==> src/rtl/adc_frame_pkg.sv <==
package adc_frame_pkg;

  typedef enum logic [1:0] {
    PWR_NORMAL  = 2'd0,
    PWR_PARTIAL = 2'd1,
    PWR_FULL    = 2'd2
  } pwr_e;

  // Strobes from the frame control to the shift datapath
  typedef struct packed {
    logic capture;   // latch both samples this cycle
    logic driveEn;   // data lines are driven
    logic blank;     // wake-up frame: force zeros
  } ctrl_t;

endpackage

==> src/rtl/adc_frame_ctrl.sv <==
module adc_frame_ctrl
  import adc_frame_pkg::*;
#(
  parameter int FRAME_EDGES = 32,
  parameter int PART_EDGE   = 2,
  parameter int AWAKE_EDGE  = 10,
  localparam int CNT_W      = $clog2(FRAME_EDGES + 1)
) (
  input  logic             clk,
  input  logic             rstN,
  input  logic             csN,
  input  logic             sclk,
  output ctrl_t            ctl,
  output logic [CNT_W-1:0] bitPos,
  output pwr_e             pwrState
);

  logic             csD, sclkD, active, wakeFrame;
  logic [CNT_W-1:0] edgeCnt;
  pwr_e             pwrQ, pwrNext;
  logic             csFall, csRise, sclkFall;

  assign csFall   = csD & ~csN;
  assign csRise   = ~csD & csN;
  assign sclkFall = sclkD & ~sclk;

  // Power decision from the edge count at which chip-select rises
  always_comb begin
    if (edgeCnt < CNT_W'(PART_EDGE))
      pwrNext = pwrQ;
    else if (edgeCnt < CNT_W'(AWAKE_EDGE))
      pwrNext = (pwrQ == PWR_NORMAL) ? PWR_PARTIAL : PWR_FULL;
    else
      pwrNext = PWR_NORMAL;
  end

  always_ff @(posedge clk or negedge rstN) begin
    if (!rstN) begin
      csD       <= 1'b1;
      sclkD     <= 1'b1;
      active    <= 1'b0;
      wakeFrame <= 1'b0;
      edgeCnt   <= '0;
      pwrQ      <= PWR_NORMAL;
    end else begin
      csD   <= csN;
      sclkD <= sclk;
      if (csFall) begin
        active    <= 1'b1;
        edgeCnt   <= '0;
        wakeFrame <= (pwrQ != PWR_NORMAL);
      end else if (csRise) begin
        active <= 1'b0;
        if (active) pwrQ <= pwrNext;
      end else if (active && sclkFall && edgeCnt < CNT_W'(FRAME_EDGES)) begin
        edgeCnt <= edgeCnt + 1'b1;
      end
    end
  end

  assign ctl.capture = csFall;
  assign ctl.driveEn = active & ~csN & (edgeCnt < CNT_W'(FRAME_EDGES));
  assign ctl.blank   = wakeFrame;
  assign bitPos      = edgeCnt;
  assign pwrState    = pwrQ;

endmodule

==> src/rtl/adc_frame_dp.sv <==
module adc_frame_dp
  import adc_frame_pkg::*;
#(
  parameter int RES_BITS   = 14,
  parameter int LEAD_ZEROS = 2,
  parameter int CNT_W      = 6,
  localparam int WORD_BITS = RES_BITS + LEAD_ZEROS
) (
  input  logic                clk,
  input  logic                rstN,
  input  ctrl_t               ctl,
  input  logic [CNT_W-1:0]    bitPos,
  input  logic [RES_BITS-1:0] sampleA,
  input  logic [RES_BITS-1:0] sampleB,
  output logic                sdoA,
  output logic                sdoB
);

  logic [RES_BITS-1:0] capWord [2];
  logic [1:0]          laneBit;

  always_ff @(posedge clk or negedge rstN) begin
    if (!rstN) begin
      capWord[0] <= '0;
      capWord[1] <= '0;
    end else if (ctl.capture) begin
      capWord[0] <= sampleA;
      capWord[1] <= sampleB;
    end
  end

  // Each lane sends its own channel first, then the other channel
  for (genvar g = 0; g < 2; g++) begin : g_lane
    always_comb begin
      int pos, idx;
      logic [RES_BITS-1:0] word;
      pos = int'(bitPos);
      if (pos >= WORD_BITS) begin
        word = capWord[1-g];
        idx  = pos - WORD_BITS;
      end else begin
        word = capWord[g];
        idx  = pos;
      end
      if (!ctl.driveEn || ctl.blank || idx < LEAD_ZEROS || idx >= WORD_BITS)
        laneBit[g] = 1'b0;
      else
        laneBit[g] = word[WORD_BITS-1-idx];
    end
  end

  assign sdoA = laneBit[0];
  assign sdoB = laneBit[1];

endmodule

==> src/rtl/adc_frame_if.sv <==
module adc_frame_if
  import adc_frame_pkg::*;
#(
  parameter int RES_BITS    = 14,
  parameter int LEAD_ZEROS  = 2,
  parameter int PART_EDGE   = 2,
  parameter int AWAKE_EDGE  = 10,
  localparam int WORD_BITS  = RES_BITS + LEAD_ZEROS,
  localparam int FRAME_EDGES = 2 * WORD_BITS,
  localparam int CNT_W      = $clog2(FRAME_EDGES + 1)
) (
  input  logic                clk,
  input  logic                rstN,
  input  logic                csN,
  input  logic                sclk,
  input  logic [RES_BITS-1:0] sampleA,
  input  logic [RES_BITS-1:0] sampleB,
  output logic                sdoA,
  output logic                sdoB,
  output logic                sdoEn,
  output logic [1:0]          pwrState
);

  ctrl_t            ctl;
  logic [CNT_W-1:0] bitPos;
  pwr_e             pwrQ;

  adc_frame_ctrl #(
    .FRAME_EDGES(FRAME_EDGES),
    .PART_EDGE  (PART_EDGE),
    .AWAKE_EDGE (AWAKE_EDGE)
  ) u_ctrl (
    .clk     (clk),
    .rstN    (rstN),
    .csN     (csN),
    .sclk    (sclk),
    .ctl     (ctl),
    .bitPos  (bitPos),
    .pwrState(pwrQ)
  );

  adc_frame_dp #(
    .RES_BITS  (RES_BITS),
    .LEAD_ZEROS(LEAD_ZEROS),
    .CNT_W     (CNT_W)
  ) u_dp (
    .clk    (clk),
    .rstN   (rstN),
    .ctl    (ctl),
    .bitPos (bitPos),
    .sampleA(sampleA),
    .sampleB(sampleB),
    .sdoA   (sdoA),
    .sdoB   (sdoB)
  );

  assign sdoEn    = ctl.driveEn;
  assign pwrState = pwrQ;

endmodule

==> config.mk <==
export PLATFORM = sky130hd
export DESIGN_NAME = adc_frame_if
export DESIGN_NICKNAME = d
export VERILOG_FILES = /design/src/rtl/adc_frame_pkg.sv /design/src/rtl/adc_frame_ctrl.sv /design/src/rtl/adc_frame_dp.sv /design/src/rtl/adc_frame_if.sv
export SDC_FILE = /design/constraint.sdc
export NUM_CORES = 1
export LEC_CHECK = 0
export ABC_AREA = 0
export BUFFER_PORTS_ARGS = -buffer_cell sky130_fd_sc_hd__buf_4
export CAP_MARGIN = 25
export CORE_ASPECT_RATIO = 0.8
export CORE_MARGIN = 3
export CORE_UTILIZATION = 60
export CTS_BUF_LIST = sky130_fd_sc_hd__clkbuf_8
export DETAILED_ROUTE_END_ITERATION = 8
export PLACE_DENSITY = 0.84
export SLEW_MARGIN = 20
export SYNTH_ARGS = -nofsm -noshare
export SYNTH_HDL_FRONTEND = slang
export SYNTH_SLANG_ARGS = --single-unit
==> constraint.sdc <==
create_clock -name clk -period 4 [get_ports clk]
set_input_delay 0.2 -clock clk [delete_from_list [all_inputs] [get_ports clk]]
set_output_delay 0.2 -clock clk [all_outputs]
set_load 0.02 [all_outputs]
== Word-level counts from Yosys, hierarchy flattened ==
Index checks and enable logic that the tools add are counted.

* Add/subtract/negate cells: 3
* Order comparisons: 7
* Equality and inequality tests: 1
* Multiplexer cells: 18
* Bitwise operators: 10
* Reduce and logical (&&, ||, !) cells: 12

{| class="wikitable"
|+ Operators by type and width
! operator !! count
|-
| $ge A32 B6 Y1 const B || 1
|-
| $lt A32 B3 Y1 const B || 1
|-
| $lt A32 B6 Y1 const B || 1
|-
| $mux W32 || 1
|-
| $sub A5 B32 Y32 const A || 1
|-
| $mux W14 || 2
|-
| $mux W6 || 3
|-
| $bmux W1 S4 || 2
|-
| $mux W1 || 8
|-
| $sub A6 B5 Y7 const B || 1
|-
| $add A6 B1 Y6 const B || 1
|-
| $ge A6 B5 Y1 const B || 1
|-
| $lt A6 B2 Y1 const B || 1
|-
| $lt A6 B4 Y1 const B || 1
|-
| $lt A6 B6 Y1 const B || 1
|-
| $reduce_bool A2 Y1 || 3
|-
| $and A1 B1 Y1 || 5
|-
| $not A1 Y1 || 5
|-
| $mux W2 || 2
|-
| $reduce_and A4 Y1 || 1
|-
| $logic_or A1 B1 Y1 || 3
|-
| $logic_and A1 B1 Y1 || 2
|-
| $logic_not A2 Y1 || 1
|-
| $ne A2 B1 Y1 const B || 1
|-
| 2 further kinds || 2
|}

* Register bits: 40
* Bits of input ports: 32
* Output and inout port bits: 5
* Word-level logic and storage cells: 59

== Depth between registers and ports, before layout ==
Gate-level depths: netlist (run 1).

* Word-level depth: 8
* Depth in mapped cells: 10
* Depth with buffers taken out: 8

== By module ==
A second synthesis (run 1) with hierarchy kept.

* Cell total of the unflattened synthesis: 204
* Area total of the unflattened synthesis: 2215.9 sq um

{| class="wikitable"
|+ Modules (own cells, without submodules)
! module !! times used !! cells an instance !! area an instance (sq um) !! sequential area each (sq um)
|-
| adc_frame_dp || 1 || 133 || 1542.7 || 700.7
|-
| adc_frame_ctrl || 1 || 71 || 673.1 || 302.8
|}

== Least setup slack after synthesis (run 1) ==
OpenSTA, ideal clock, no wires.

* Path kind: flip-flop to output port
* Start: register u_ctrl.edgeCnt[0], in the netlist u_ctrl.bitPos[0]
* End: output port sdoA
* Arrival time: 2.511 ns
* Data required time: 3.800 ns
* Setup slack: 1.289 ns
* Stages on the path, launching flop included: 10
* Path buffers: 2
* Cells stage by stage: dfrtp_1 > clkbuf_1 > inv_1 > clkbuf_1 > ha_1 > nand2_1 > a211oi_1 > or4_1 > or3b_1 > nor3_1

* Longest elaborated chain between the ends: 7
* Elaborated cells between the ends (all ways): 17
* Classes of those cells: add/sub: 2; order compare: 4; mux: 6; bitwise: 1; reduce/logical: 4

{| class="wikitable"
|+ RTL lines
! item !! line !! text
|-
| from (decl) || adc_frame_ctrl.sv:19 || <nowiki>logic [CNT_W-1:0] edgeCnt;</nowiki>
|-
| from (signal assigned) || adc_frame_ctrl.sv:56 || <nowiki>edgeCnt <= edgeCnt + 1'b1;</nowiki>
|-
| $sub A6 B5 Y7 (tied with other cells) || adc_frame_dp.sv:40 || <nowiki>idx = pos - WORD_BITS;</nowiki>
|-
| $mux W32 or $and A1 B1 Y1 (tied branches) || adc_frame_dp.sv:38, adc_frame_ctrl.sv:62 ||
|-
| $sub A5 B32 Y32 or $logic_not A1 Y1 (tied branches) || adc_frame_dp.sv:48, adc_frame_dp.sv:45 ||
|-
| $bmux W1 S4 or $logic_or A1 B1 Y1 (tied branches) || adc_frame_dp.sv:48, adc_frame_dp.sv:45 ||
|-
| $mux W1 (implied by the code) or $logic_or A1 B1 Y1 (tied branches) (2 in series) || adc_frame_dp.sv:48, adc_frame_dp.sv:45 ||
|-
| $mux W1 (*) || adc_frame_dp.sv:45 || <nowiki>if (!ctl.driveEn || ctl.blank || idx < LEAD_ZEROS || idx >= WORD_BITS)</nowiki>
|-
| to (decl) || adc_frame_if.sv:18 || <nowiki>output logic sdoA,</nowiki>
|}

Mark *: on every way between the ends. The rest lies on a longest branch, timed or not. The select of a mux whose other input is x is not followed.

== Worst setup path after layout (run 1) ==
* Start: register u_ctrl.edgeCnt[4], in the netlist u_ctrl.bitPos[4]
* End: output port sdoA

* Longest elaborated chain between the ends: 7
* Elaborated cells between the ends (all ways): 17
* Classes of those cells: add/sub: 2; order compare: 4; mux: 6; bitwise: 1; reduce/logical: 4

{| class="wikitable"
|+ RTL lines
! item !! line
|-
| $ge A6 B5 Y1 or $lt A6 B6 Y1 (tied branches) || adc_frame_dp.sv:38, adc_frame_ctrl.sv:62
|-
| $mux W32 or $and A1 B1 Y1 (tied branches) || adc_frame_dp.sv:38, adc_frame_ctrl.sv:62
|-
| $sub A5 B32 Y32 or $logic_not A1 Y1 (tied branches) || adc_frame_dp.sv:48, adc_frame_dp.sv:45
|-
| $bmux W1 S4 or $logic_or A1 B1 Y1 (tied branches) || adc_frame_dp.sv:48, adc_frame_dp.sv:45
|-
| $mux W1 (implied by the code) or $logic_or A1 B1 Y1 (tied branches) (2 in series) || adc_frame_dp.sv:48, adc_frame_dp.sv:45
|-
| $mux W1 (*) || adc_frame_dp.sv:45
|}

Marks and branches as above.

==> results of run 1 <==
==> power breakdown <==
group | switching (uW) | total (uW) | internal, uW
sequential | 116 | 586 | 469
clock | 136 | 356 | 220
combinational | 179 | 379 | 200
total | 431 | 1320 | 890
==> placed cells by master, fill, tap and decap left out, types with 4 or more instances in the layout <==
cell                        n
sky130_fd_sc_hd__o21ai_0    5
sky130_fd_sc_hd__nor3_1     6
sky130_fd_sc_hd__ha_1       7
sky130_fd_sc_hd__buf_4     37
sky130_fd_sc_hd__nor2_1    10
sky130_fd_sc_hd__dfrtp_1   38
sky130_fd_sc_hd__mux2i_1   14
sky130_fd_sc_hd__nand2_1   11
sky130_fd_sc_hd__a211oi_1   4
sky130_fd_sc_hd__inv_1      9
sky130_fd_sc_hd__mux4_2     5
sky130_fd_sc_hd__mux2_2    32
sky130_fd_sc_hd__clkbuf_8   7
sky130_fd_sc_hd__nand3_1    5
sky130_fd_sc_hd__a21oi_1   11
==> per-layer routing <==
| metal | wire length, um | track usage (%) | vias to the layer above |
|---|---|---|---|
| met4 | 106 | 9.98 | 0 |
| li1 | - | - | 817 |
| met1 | 2080 | 31.9 | 842 |
| met3 | 329 | 5.06 | 13 |
| met2 | 2490 | 41.4 | 64 |
| met5 | 0 | 0 | - |
==> cells by family after synthesis <==
logic type | Yosys count | synth area share, %
mux | 51 | 26.7
fa+ha+maj | 7 | 3.81
buf+inv | 25 | 4.41
flops | 40 | 43.6
compound gates | 38 | 11.6
simple gates | 45 | 9.90
==> path summary, 6_finish.rpt <==
path,start,end,slack [ns],cells past startpoint
worst max-delay path,u_ctrl.bitPos[4],sdoA,0.52,8
worst min-delay path,sclk,u_ctrl.sclkD,0.02,1
worst max register to register,u_ctrl.csD,u_ctrl.pwrState[0],1.88,6
worst min register to register,u_dp.capWord[1],u_dp.capWord[1],0.54,1
max in group asynchronous,rstN,u_ctrl.sclkD,3.22,2
min in group asynchronous,rstN,u_dp.capWord[17],0.41,2
==> stage by stage <==
step | power (uW) | instance area, um^2 | utilization [%] | std cells | setup WS (ns)
after floorplan | 857 | 2300 | - | 206 | 1.29
after global placement | 941 | 2570 | 72.4 | 270 | 1.05
after detailed placement | 961 | 2570 | 72.4 | 270 | 0.953
after CTS | 1330 | 2700 | 76.3 | 279 | 0.539
after global routing | 1400 | 2700 | 76.3 | 279 | 0.324
final | 1320 | 2700 | 76.3 | 279 | 0.517
==> worst register-to-register path, stage by stage (launching register included) <==
cell                       delay (ns)
sky130_fd_sc_hd__dfstp_2         0.54
sky130_fd_sc_hd__ha_1            0.67
sky130_fd_sc_hd__nand3b_1        0.27
sky130_fd_sc_hd__nor3_1          0.09
sky130_fd_sc_hd__mux2i_1         0.14
sky130_fd_sc_hd__o21ai_0         0.10
sky130_fd_sc_hd__a22o_1          0.22
==> registers in the layout (all words and copies together) (netlist names) <==
register / flops
u_ctrl.bitPos: 6
u_ctrl.sclkD: 1
u_dp.capWord: 28
u_ctrl.pwrState: 2
u_ctrl.csD: 1
u_ctrl.wakeFrame: 1
u_ctrl.active: 1
==> final cells by class <==
class / instances / area, um^2
clock buffer: 7 / 96.3
clock inverter: 1 / 30.0
fill: 224 / 840
inverter: 10 / 37.5
multi-input combinational: 141 / 1190
sequential: 40 / 1000
tap: 42 / 52.6
timing repair buffer: 38 / 288
==> timing repair <==
item / in CTS / in global routing
hold buffers: 1 / 0
setup buffers: 0 / 0
setup endpoints to repair: 0 / 0
hold endpoints to repair: 38 / 0
==> impl_metrics.csv, run 1 <==
group,metric,value,unit
drt,detailroute.via_count,1736,
final_layout,num_antenna_cells,0,
sta,rsz0062_at_grt,"false",
drt,detail_route_antenna_nets,0,
run_status,run_status,"complete, no violations",
cts,cts.clk_slew.worst_paths,0.07,ns
cts,numClockSinks,40,
cts,cts_resized,0,
worst_setup_path,ordered_list_of_cells_on_the_worst_path,"inv_1 > ha_1 > mux4_2 > a21oi_1 > o22ai_1 > nor4_1 > nor3_1 > buf_4",
grt,largest_net_degree_at_the_start_of_global_routing,41,
synth,synthTopCellsByArea,"sky130_fd_sc_hd__dfrtp_1 41%, sky130_fd_sc_hd__mux2_2 16%, sky130_fd_sc_hd__mux2i_1 6.1%, sky130_fd_sc_hd__mux4_2 4.9%, sky130_fd_sc_hd__ha_1 3.8%",
sta,final.period_utilization,87.1,%
sta,timing.fmax,287,MHz
sta,maxSlewViolCount,0,
grt,grt_pass1_vias,1791,
synth,synth_top_area_share,41.3,%
synth,synth_top_flop_cell,"sky130_fd_sc_hd__dfrtp_1",
final_layout,finalNetCount,275,
grt,track_usage,24.8,%
sta,timing.setup.tns,0,ns
worst_setup_path,cpLargestDelayFamily,"adder cells",
worst_setup_path,startpoint_type_of_the_worst_setup_path,"flip-flop",
synth,synth_area_per_cell,11.2,um^2
drt,detailedRoute.firstPassIterationCount,4,
grt,grt_antenna_before_repair,0,
floorplan,die_height,61.4,um
worst_setup_path,worstPathMaxFanout,18,
placed_design,portBuffers,36,
worst_setup_path,critPathArrivalTime,3.28,ns
drt,finalWirelength,5010,um
grt,overflow,0,
floorplan,row_count,19,
sta,fin_worst_hold_slack,0.0211,ns
grt,grt_first_pass_wirelength,8400,um
cts,cts_tree,"yes",
cts,clock_tree.root_cell,"sky130_fd_sc_hd__clkbuf_8",
cts,cts_max_level,2,
worst_setup_path,crit_required,3.80,ns
worst_setup_path,critical_path.n_buffers_inverters,2,
power,vdd_drop_max,0.284,mV
final_layout,post_route_cells_drive_above_1_share,37.6,%
synth,syn_nets,245,
power,power_per_cell_area,489,nW/um^2
power,total_leakage_power,0.00121,uW
floorplan,die_area,4620,um^2
synth,seq_total_area_yosys,43.6,%
synth,synth_top_cells_by_count,"38 x sky130_fd_sc_hd__dfrtp_1, 32 x sky130_fd_sc_hd__mux2_2, 14 x sky130_fd_sc_hd__mux2i_1",
floorplan,floorplan.core_area,3540,um^2
worst_setup_path,cpPeakStageDelay,0.79,ns
min_path,hold_path.class,"in2reg",
synth,netlist.top_cell.by_area,"sky130_fd_sc_hd__dfrtp_1",
placed_design,finalWeightedCongestion,0.922,
sta,max_slew.worst_pin.slew,0.937,ns
drt,drt-wirelength-per-cell,18.0,um
worst_setup_path,worst-setup-path-type,"reg2out",
synth,synth-edff-count,0,
synth,mappedNetlistArea,2300,um^2
sta,finalSetupViolCount,0,
synth,synth-seq-cells,40,
worst_setup_path,timing.critical_path.to_type,"output pin",
drt,detail_route.iter0.violations,122,
cts,clk-insertion-delay-late,0.30,ns
synth,post-synth-top-count-cell,"sky130_fd_sc_hd__dfrtp_1",
synth,asyncSetResetFlopFracSynth,100,%
synth,synthDistinctLibCells,43,
sta,post-route-min-period,3.48,ns
synth,syn_inst,206,
sta,finalHoldViolCount,0,
sta,skew,0.00483,ns
synth,yosys_warnings,0,
cts,numCtsBuffers,5,
final_layout,post_synthesis_to_final_layout_area_growth,17.5,%
cts,cts-root-to-sink-buffers,2,
worst_setup_path,cpMaxStageDelayCell,"sky130_fd_sc_hd__ha_1",
placed_design,dp_hpwl,3560,um
sta,slew-limit-headroom,37.5,%
floorplan,initial_utilization,64.9,%
job,drv.max_cap_violation_count,0,
drt,avgViaCountPerCell,6.22,
floorplan,die_w,75.2,um
floorplan,top_level_ports,37,
drt,remaining_drc_errors,0,
No activity file was read; power rests on OpenSTA's default activity.
==> inputs of run 2 (changes only) <==
--- a/config.mk
+++ b/config.mk
@@ -5,7 +5,7 @@
 export SDC_FILE = /design/constraint.sdc
 export NUM_CORES = 1
 export LEC_CHECK = 0
-export ABC_AREA = 0
+export ABC_AREA = 1
 export BUFFER_PORTS_ARGS = -buffer_cell sky130_fd_sc_hd__buf_4
 export CAP_MARGIN = 25
 export CORE_ASPECT_RATIO = 0.8
@@ -14,6 +14,7 @@
 export CTS_BUF_LIST = sky130_fd_sc_hd__clkbuf_8
 export DETAILED_ROUTE_END_ITERATION = 8
 export PLACE_DENSITY = 0.84
+export REMOVE_ABC_BUFFERS = 1
 export SLEW_MARGIN = 20
 export SYNTH_ARGS = -nofsm -noshare
 export SYNTH_HDL_FRONTEND = slang
==> run 2 against run 1 <==
First-iteration DRC count is 43% higher. Sequential share of layout area is 0.63 points lower. Final area is 1.7% higher. Clock power is 3% higher. Critical path type unchanged.
==> impl_metrics.csv, run 2 <==
group,metric,value,unit
grt,largest_net_degree_at_the_start_of_global_routing,56,
synth,synthDistinctLibCells,29,
cts,cts.repair_timing.setup_buffer_count,0,
synth,synth_top_cells_by_count,"77 x sky130_fd_sc_hd__nand2_1, 51 x sky130_fd_sc_hd__nand3_1, 41 x sky130_fd_sc_hd__inv_1, 41 x sky130_fd_sc_hd__o21ai_0, 38 x sky130_fd_sc_hd__dfrtp_1",
drt,detail_route.iter0.violations,174,
sta,finalSetupViolCount,0,
final_layout,post_synthesis_to_final_layout_area_growth,15.3,%
sta,rsz0062_at_grt,"false",
drt,detail_route_antenna_nets,0,
power,total_leakage_power,0.00135,uW
cts,cts-root-to-sink-buffers,2,
placed_design,dp_worst_setup_slack,1.39,ns
cts,numClockSinks,40,
sta,layout_setup_ws,0.996,ns
worst_setup_path,critPathArrivalTime,2.80,ns
floorplan,row_count,19,
synth,synth_top_flop_cell,"sky130_fd_sc_hd__dfrtp_1",
drt,detailroute.via_count,2140,
drt,remaining_drc_errors,0,
job,drv.max_cap_violation_count,0,
power,power.net_switching,405,uW
drt,avgViaCountPerCell,5.38,
synth,syn_inst,317,
synth,post-synth-top-count-cell,"sky130_fd_sc_hd__nand2_1",
final_layout,regMostFlops,"u_dp.capWord",
sta,final.period_utilization,75.1,%
synth,synth-seq-cells,40,
power,p_clk_share,29.8,%
sta,slew-limit-headroom,51.5,%
cts,cts.clk_slew.worst_paths,0.08,ns
synth,synth_area_per_cell,7.52,um^2
run_status,run_status,"complete, no violations",
worst_setup_path,cpMaxStageDelayCell,"sky130_fd_sc_hd__ha_1",
sta,skew,0.0110,ns
worst_setup_path,ordered_list_of_cells_on_the_worst_path,"inv_1 > ha_1 > nand2_4 > a21oi_1 > o21ai_0 > nand3_1 > nand2_1 > o21bai_1 > nor2_1 > buf_4",
placed_design,portBuffers,36,
power,vdd_drop_max,0.355,mV
cts,clock_tree.root_cell,"sky130_fd_sc_hd__clkbuf_8",
grt,track_usage,23.0,%
synth,netlist.top_cell.by_area,"sky130_fd_sc_hd__dfrtp_1",
final_layout,largest_register_ffs,28,
grt,grt_pass1_vias,1992,
synth,mappedNetlistArea,2380,um^2
power,share_comb_of_total_power,26.2,%
sta,timing.fmax,333,MHz
floorplan,initial_utilization,66.0,%
worst_setup_path,crit_required,3.80,ns
cts,cts_max_level,2,
synth,synth_top_area_share,39.9,%
floorplan,top_level_ports,37,
grt,overflow,0,
drt,detailedRoute.firstPassIterationCount,6,
power,swShare,33.1,%
final_layout,finalNetCount,384,
drt,finalWirelength,5240,um
grt,grt_antenna_before_repair,0,
synth,yosys_warnings,0,
power,sequentialPowerShare,44.0,%
sta,post-route-min-period,3.00,ns
cts,clk-insertion-delay-late,0.30,ns
cts,numCtsBuffers,5,
floorplan,die_area,4770,um^2
final_layout,register_area,1000,um^2
final_layout,most-common-layout-cells,"77 x sky130_fd_sc_hd__nand2_1, 51 x sky130_fd_sc_hd__nand3_1, 41 x sky130_fd_sc_hd__inv_1, 41 x sky130_fd_sc_hd__o21ai_0, 38 x sky130_fd_sc_hd__dfrtp_1",
power,internal_power,820,uW
final_layout,layout_commonest_cell,"sky130_fd_sc_hd__nand2_1",
sta,finalHoldViolCount,0,
power,power_per_cell_area,445,nW/um^2
min_path,hold_path.class,"in2reg",
final_layout,num_antenna_cells,0,
synth,synthTopCellsByArea,"sky130_fd_sc_hd__dfrtp_1 40%, sky130_fd_sc_hd__nand2_1 12%, sky130_fd_sc_hd__nand3_1 11%, sky130_fd_sc_hd__o21ai_0 8.6%, sky130_fd_sc_hd__inv_1 6.5%",
cts,cts_tree,"yes",
sta,max_slew.worst_pin.slew,0.727,ns
final_layout,post_route_cells_drive_above_1_share,16.8,%
sta,maxSlewViolCount,0,
grt,grt_first_pass_wirelength,9000,um
floorplan,floorplan.core_area,3610,um^2
synth,seq_total_area_yosys,42.1,%
floorplan,die_height,62.4,um
worst_setup_path,cpPeakStageDelay,0.64,ns
synth,synth-edff-count,0,
placed_design,dp_hpwl,3690,um
worst_setup_path,timing.critical_path.to_type,"output pin",
final_layout,multi_input_comb_area,1090,um^2
worst_setup_path,startpoint_type_of_the_worst_setup_path,"flip-flop",
sta,timing.setup.tns,0,ns
drt,drt-wirelength-per-cell,13.2,um
worst_setup_path,worstPathMaxFanout,42,
final_layout,nFillCells,299,
placed_design,finalWeightedCongestion,0.920,
floorplan,die_w,76.5,um
synth,asyncSetResetFlopFracSynth,100,%
worst_setup_path,worst-setup-path-type,"reg2out",
run 2: layer usage:
layer | global-route usage, % | part of all wire, % | up-vias
met4 | 6.79 | 1.2 | 0
met1 | 30.4 | 45 | 986
li1 | - | - | 1091
met5 | 0 | 0 | -
met2 | 37.9 | 48 | 54
met3 | 5.33 | 5.2 | 9
run 2: area by class of cell:
type | count | area share, %
inverter | 45 | 6.24
timing repair buffer | 38 | 10.5
sequential | 40 | 36.5
multi-input combinational | 215 | 39.8
clock buffer | 7 | 3.50
clock inverter | 1 | 1.09
tap | 52 | 2.37
run 2: through the flow:
stage	utilization, %	total power (uW)	cell area [um^2]	cells	hold slack (ns)
floorplan	-	749	2270	300	-0.0956
global placement	72.3	850	2610	389	0.201
detailed placement	72.3	864	2610	389	0.198
CTS	76.1	1220	2750	398	0.0174
global route	76.1	1310	2750	398	0.00897
finish	76.1	1220	2750	398	0.0183
run 2: critical path: cells and delay by family (launching register included):
| family | cells | cell delay [ns] |
|---|---|---|
| buffers and inverters | 2 | 0.29 |
| AND/OR/NAND/NOR | 4 | 0.64 |
| flip-flops | 1 | 0.43 |
| adder cells (fa/ha/maj) | 1 | 0.64 |
| AO/OA/AOI/OAI | 3 | 0.50 |
run 2: path summary, 6_finish.rpt:
path / from / end / slack, ns / depth (start not counted)
worst min-delay path: sclk / u_ctrl.sclkD / 0.02 / 1
worst max-delay path: u_ctrl.bitPos[4] / sdoA / 1.0 / 10
min in group asynchronous: rstN / u_dp.capWord[10] / 0.41 / 2
worst max register to register: u_ctrl.csD / u_ctrl.bitPos[5] / 1.82 / 8
max in group asynchronous: rstN / u_ctrl.csD / 3.22 / 2
worst min register to register: u_dp.capWord[12] / u_dp.capWord[12] / 0.50 / 2
run 2: repair_timing:
item	4_1_cts	5_1_grt
resized for setup	0	0
hold buffers	1	0
endpoints found under the hold margin	38	0
run 2: power groups by stage:
stage	logic [uW]	registers, uW	clock network [uW]
global placement	309	540	0
finish	321	539	365
global route	370	548	388
CTS	323	537	364
floorplan	210	538	0
detailed placement	320	544	0
run 2: logic make-up after synthesis:
family	count (synthesis)	share of synthesized area, %
AO/OA/AOI/OAI	64	15.2
adder cells (fa/ha/maj)	7	3.67
buffers and inverters	62	12.0
flip-flops	40	42.1
AND/OR/NAND/NOR	144	27.0
==> inputs of run 3 (changes only) <==
--- a/config.mk
+++ b/config.mk
@@ -10,10 +10,10 @@
 export CAP_MARGIN = 25
 export CORE_ASPECT_RATIO = 0.8
 export CORE_MARGIN = 3
-export CORE_UTILIZATION = 60
+export CORE_UTILIZATION = 53
 export CTS_BUF_LIST = sky130_fd_sc_hd__clkbuf_8
 export DETAILED_ROUTE_END_ITERATION = 8
-export PLACE_DENSITY = 0.84
+export PLACE_DENSITY = 0.78
 export REMOVE_ABC_BUFFERS = 1
 export SLEW_MARGIN = 20
 export SYNTH_ARGS = -nofsm -noshare
==> constraint.sdc (replaced) <==
create_clock -name clk -period 2.75 [get_ports clk]
set_input_delay 0.1375 -clock clk [delete_from_list [all_inputs] [get_ports clk]]
set_output_delay 0.1375 -clock clk [all_outputs]
set_load 0.02 [all_outputs]
==> run 3 against run 2 <==
Clock skew decreased by 0.0057 ns. Non-clock buffer count increased by 5. Clock-buffer cell count decreased by 1. Sequential cell count unchanged. Register-to-register slack got worse by 0.83 ns. Cell count increased by 2.8%. First-iteration DRC count increased by 0.57%. Combinational power increased by 57%. Via count decreased by 0.14%. Setup slack got worse by 0.76 ns. Sequential power increased by 41%. Sequential share of layout area decreased by 0.46 points. Critical path type unchanged. Critical endpoint unchanged. Largest power group unchanged.
==> impl_metrics.csv, run 3 (same netlist as run 2, synthesis figures left out) <==
group,metric,value,unit
floorplan,row_count,21,
drt,highest_layer,"met4",
worst_setup_path,end_of_the_worst_register_to_register_path,"u_ctrl.pwrState[1]",
cts,cts.repair_timing.setup_buffer_count,0,
floorplan,die_area,5340,um^2
worst_setup_path,rr_startpoint,"u_ctrl.bitPos[4]",
placed_design,numPlacedInstances,397,
floorplan,die_w,81.0,um
min_path,hold_path_startpoint,"sampleB[12]",
sta,final.period_utilization,91.4,%
grt,largest_net_degree_at_the_start_of_global_routing,55,
drt,met2RoutedLength,2330,um
drt,detailedRoute.firstPassIterationCount,4,
sta,max_slew.worst_pin.slew,0.501,ns
grt,grt_pass1_vias,1968,
final_layout,fin_cells,409,
worst_setup_path,startpoint,"u_ctrl.bitPos[5]",
worst_setup_path,timing.critical_path.to_type,"output pin",
sta,skew,0.00522,ns
placed_design,finalWeightedCongestion,0.896,
power,power_per_cell_area,596,nW/um^2
drt,drt-wirelength-per-cell,12.4,um
floorplan,floorplan.core_area,4260,um^2
cts,cts_tree,"yes",
worst_setup_path,worstPathMaxFanout,21,
sta,fin_worst_hold_slack,0.0444,ns
drt,remaining_drc_errors,0,
min_path,hold_path.class,"in2reg",
placed_design,dp_hpwl,3530,um
sta,timing.setup.tns,0,ns
worst_setup_path,startpoint_type_of_the_worst_setup_path,"flip-flop",
drt,avgViaCountPerCell,5.22,
cts,cts_max_level,2,
run_status,run_status,"complete, no violations",
cts,cts-root-to-sink-buffers,2,
final_layout,most-common-layout-cells,"77 x sky130_fd_sc_hd__nand2_1, 51 x sky130_fd_sc_hd__nand3_1, 43 x sky130_fd_sc_hd__inv_1, 41 x sky130_fd_sc_hd__o21ai_0, 40 x sky130_fd_sc_hd__buf_4",
grt,grt_first_pass_wirelength,8670,um
sta,finalHoldViolCount,0,
floorplan,top_level_ports,37,
final_layout,regMostFlops,"u_dp.capWord",
final_layout,finish.instance_area,2780,um^2
sta,slew-limit-headroom,66.6,%
sta,timing.fmax,398,MHz
placed_design,portBuffers,36,
power,vdd_drop_max,0.287,mV
cts,numCtsBuffers,5,
job,drv.max_cap_violation_count,0,
worst_setup_path,worst-setup-path-type,"reg2out",
sta,finalSetupViolCount,0,
power,total_leakage_power,0.00137,uW
final_layout,layout_commonest_cell,"sky130_fd_sc_hd__nand2_1",
grt,track_usage,20.8,%
drt,finalWirelength,5090,um
placed_design,post_dp_cell_area,2640,um^2
worst_setup_path,ff2ff_path_depth,6,
final_layout,finalNetCount,390,
final_layout,post_route_cells_drive_above_1_share,17.3,%
power,power,1660,uW
final_layout,largest_register_ffs,28,
final_layout,post_synthesis_to_final_layout_area_growth,16.8,%
floorplan,die_height,66.0,um
drt,wl_met3,350,um
sta,maxSlewViolCount,0,
grt,overflow,0,
drt,detailroute.via_count,2137,
worst_setup_path,worst-r2r-setup-slack,0.99,ns
worst_setup_path,crit_required,2.61,ns
cts,clock_tree.root_cell,"sky130_fd_sc_hd__clkbuf_8",
floorplan,initial_utilization,56.0,%
worst_setup_path,cp-endpoint,"sdoA",
worst_setup_path,critPathArrivalTime,2.38,ns
grt,grt_antenna_before_repair,0,
final_layout,num_antenna_cells,0,
cts,clk-insertion-delay-late,0.29,ns
cts,numClockSinks,40,
sta,post-route-min-period,2.51,ns
drt,detail_route.iter0.violations,175,
drt,detail_route_antenna_nets,0,
cts,cts.clk_slew.worst_paths,0.07,ns
drt,routedLengthMet1,2380,um
-- run 3: worst min-delay path by stage --
stage	to	slack [ns]	depth (start not counted)
after floorplan	u_ctrl.active	-0.16	0
after global placement	u_dp.capWord[21]	0.14	1
after detailed placement	u_dp.capWord[21]	0.14	1
after CTS	u_dp.capWord[12]	0.04	3
after global routing	u_dp.capWord[2]	0.05	3
final	u_dp.capWord[12]	0.04	3
-- run 3: what timing repair did --
action / CTS / global route
gates resized for setup: 0 / 2
setup endpoints to repair: 0 / 2
endpoints found under the hold margin: 40 / 0
hold buffers: 3 / 0
-- run 3: metal layers --
| layer | GRT usage, % | vias up |
|---|---|---|
| li1 | - | 1100 |
| met1 | 28.2 | 964 |
| met2 | 33.0 | 68 |
| met3 | 5.45 | 5 |
| met4 | 5.27 | 0 |
| met5 | 0 | - |
-- run 3: layout make-up --
| class | count | area, um^2 |
|---|---|---|
| clock buffer | 6 | 82.6 |
| clock inverter | 2 | 7.51 |
| timing repair buffer | 43 | 330 |
| tap | 57 | 71.3 |
| sequential | 40 | 1000 |
| multi-input combinational | 216 | 1120 |
| inverter | 45 | 171 |
| fill | 373 | 1470 |
-- run 3: report_power, final --
group	switching [uW]	internal, uW	total (uW)
sequential	79.8	680	760
clock	196	197	393
combinational	299	206	505
total	575	1080	1660
-- run 3: worst max-delay path, cell delays in order, from the launching register on --
cell and delay [ns]:
sky130_fd_sc_hd__dfrtp_1 0.41, sky130_fd_sc_hd__inv_1 0.13, sky130_fd_sc_hd__ha_1 0.16, sky130_fd_sc_hd__inv_1 0.03, sky130_fd_sc_hd__nor2_1 0.16, sky130_fd_sc_hd__nand3_4 0.25
sky130_fd_sc_hd__nand2_8 0.23, sky130_fd_sc_hd__nand2_1 0.06, sky130_fd_sc_hd__o21ai_1 0.08, sky130_fd_sc_hd__nand2_1 0.06, sky130_fd_sc_hd__nand3_1 0.09, sky130_fd_sc_hd__nand2_1 0.05
sky130_fd_sc_hd__o21bai_1 0.15, sky130_fd_sc_hd__nor2_1 0.07, sky130_fd_sc_hd__buf_4 0.15
-- run 3: stage by stage --
stage,setup slack (ns),utilization (%)
floorplan,0.367,-
global placement,0.470,62.1
CTS,0.112,64.9
global route,-0.00443,65.4
detailed placement,0.437,62.1
finish,0.237,65.4
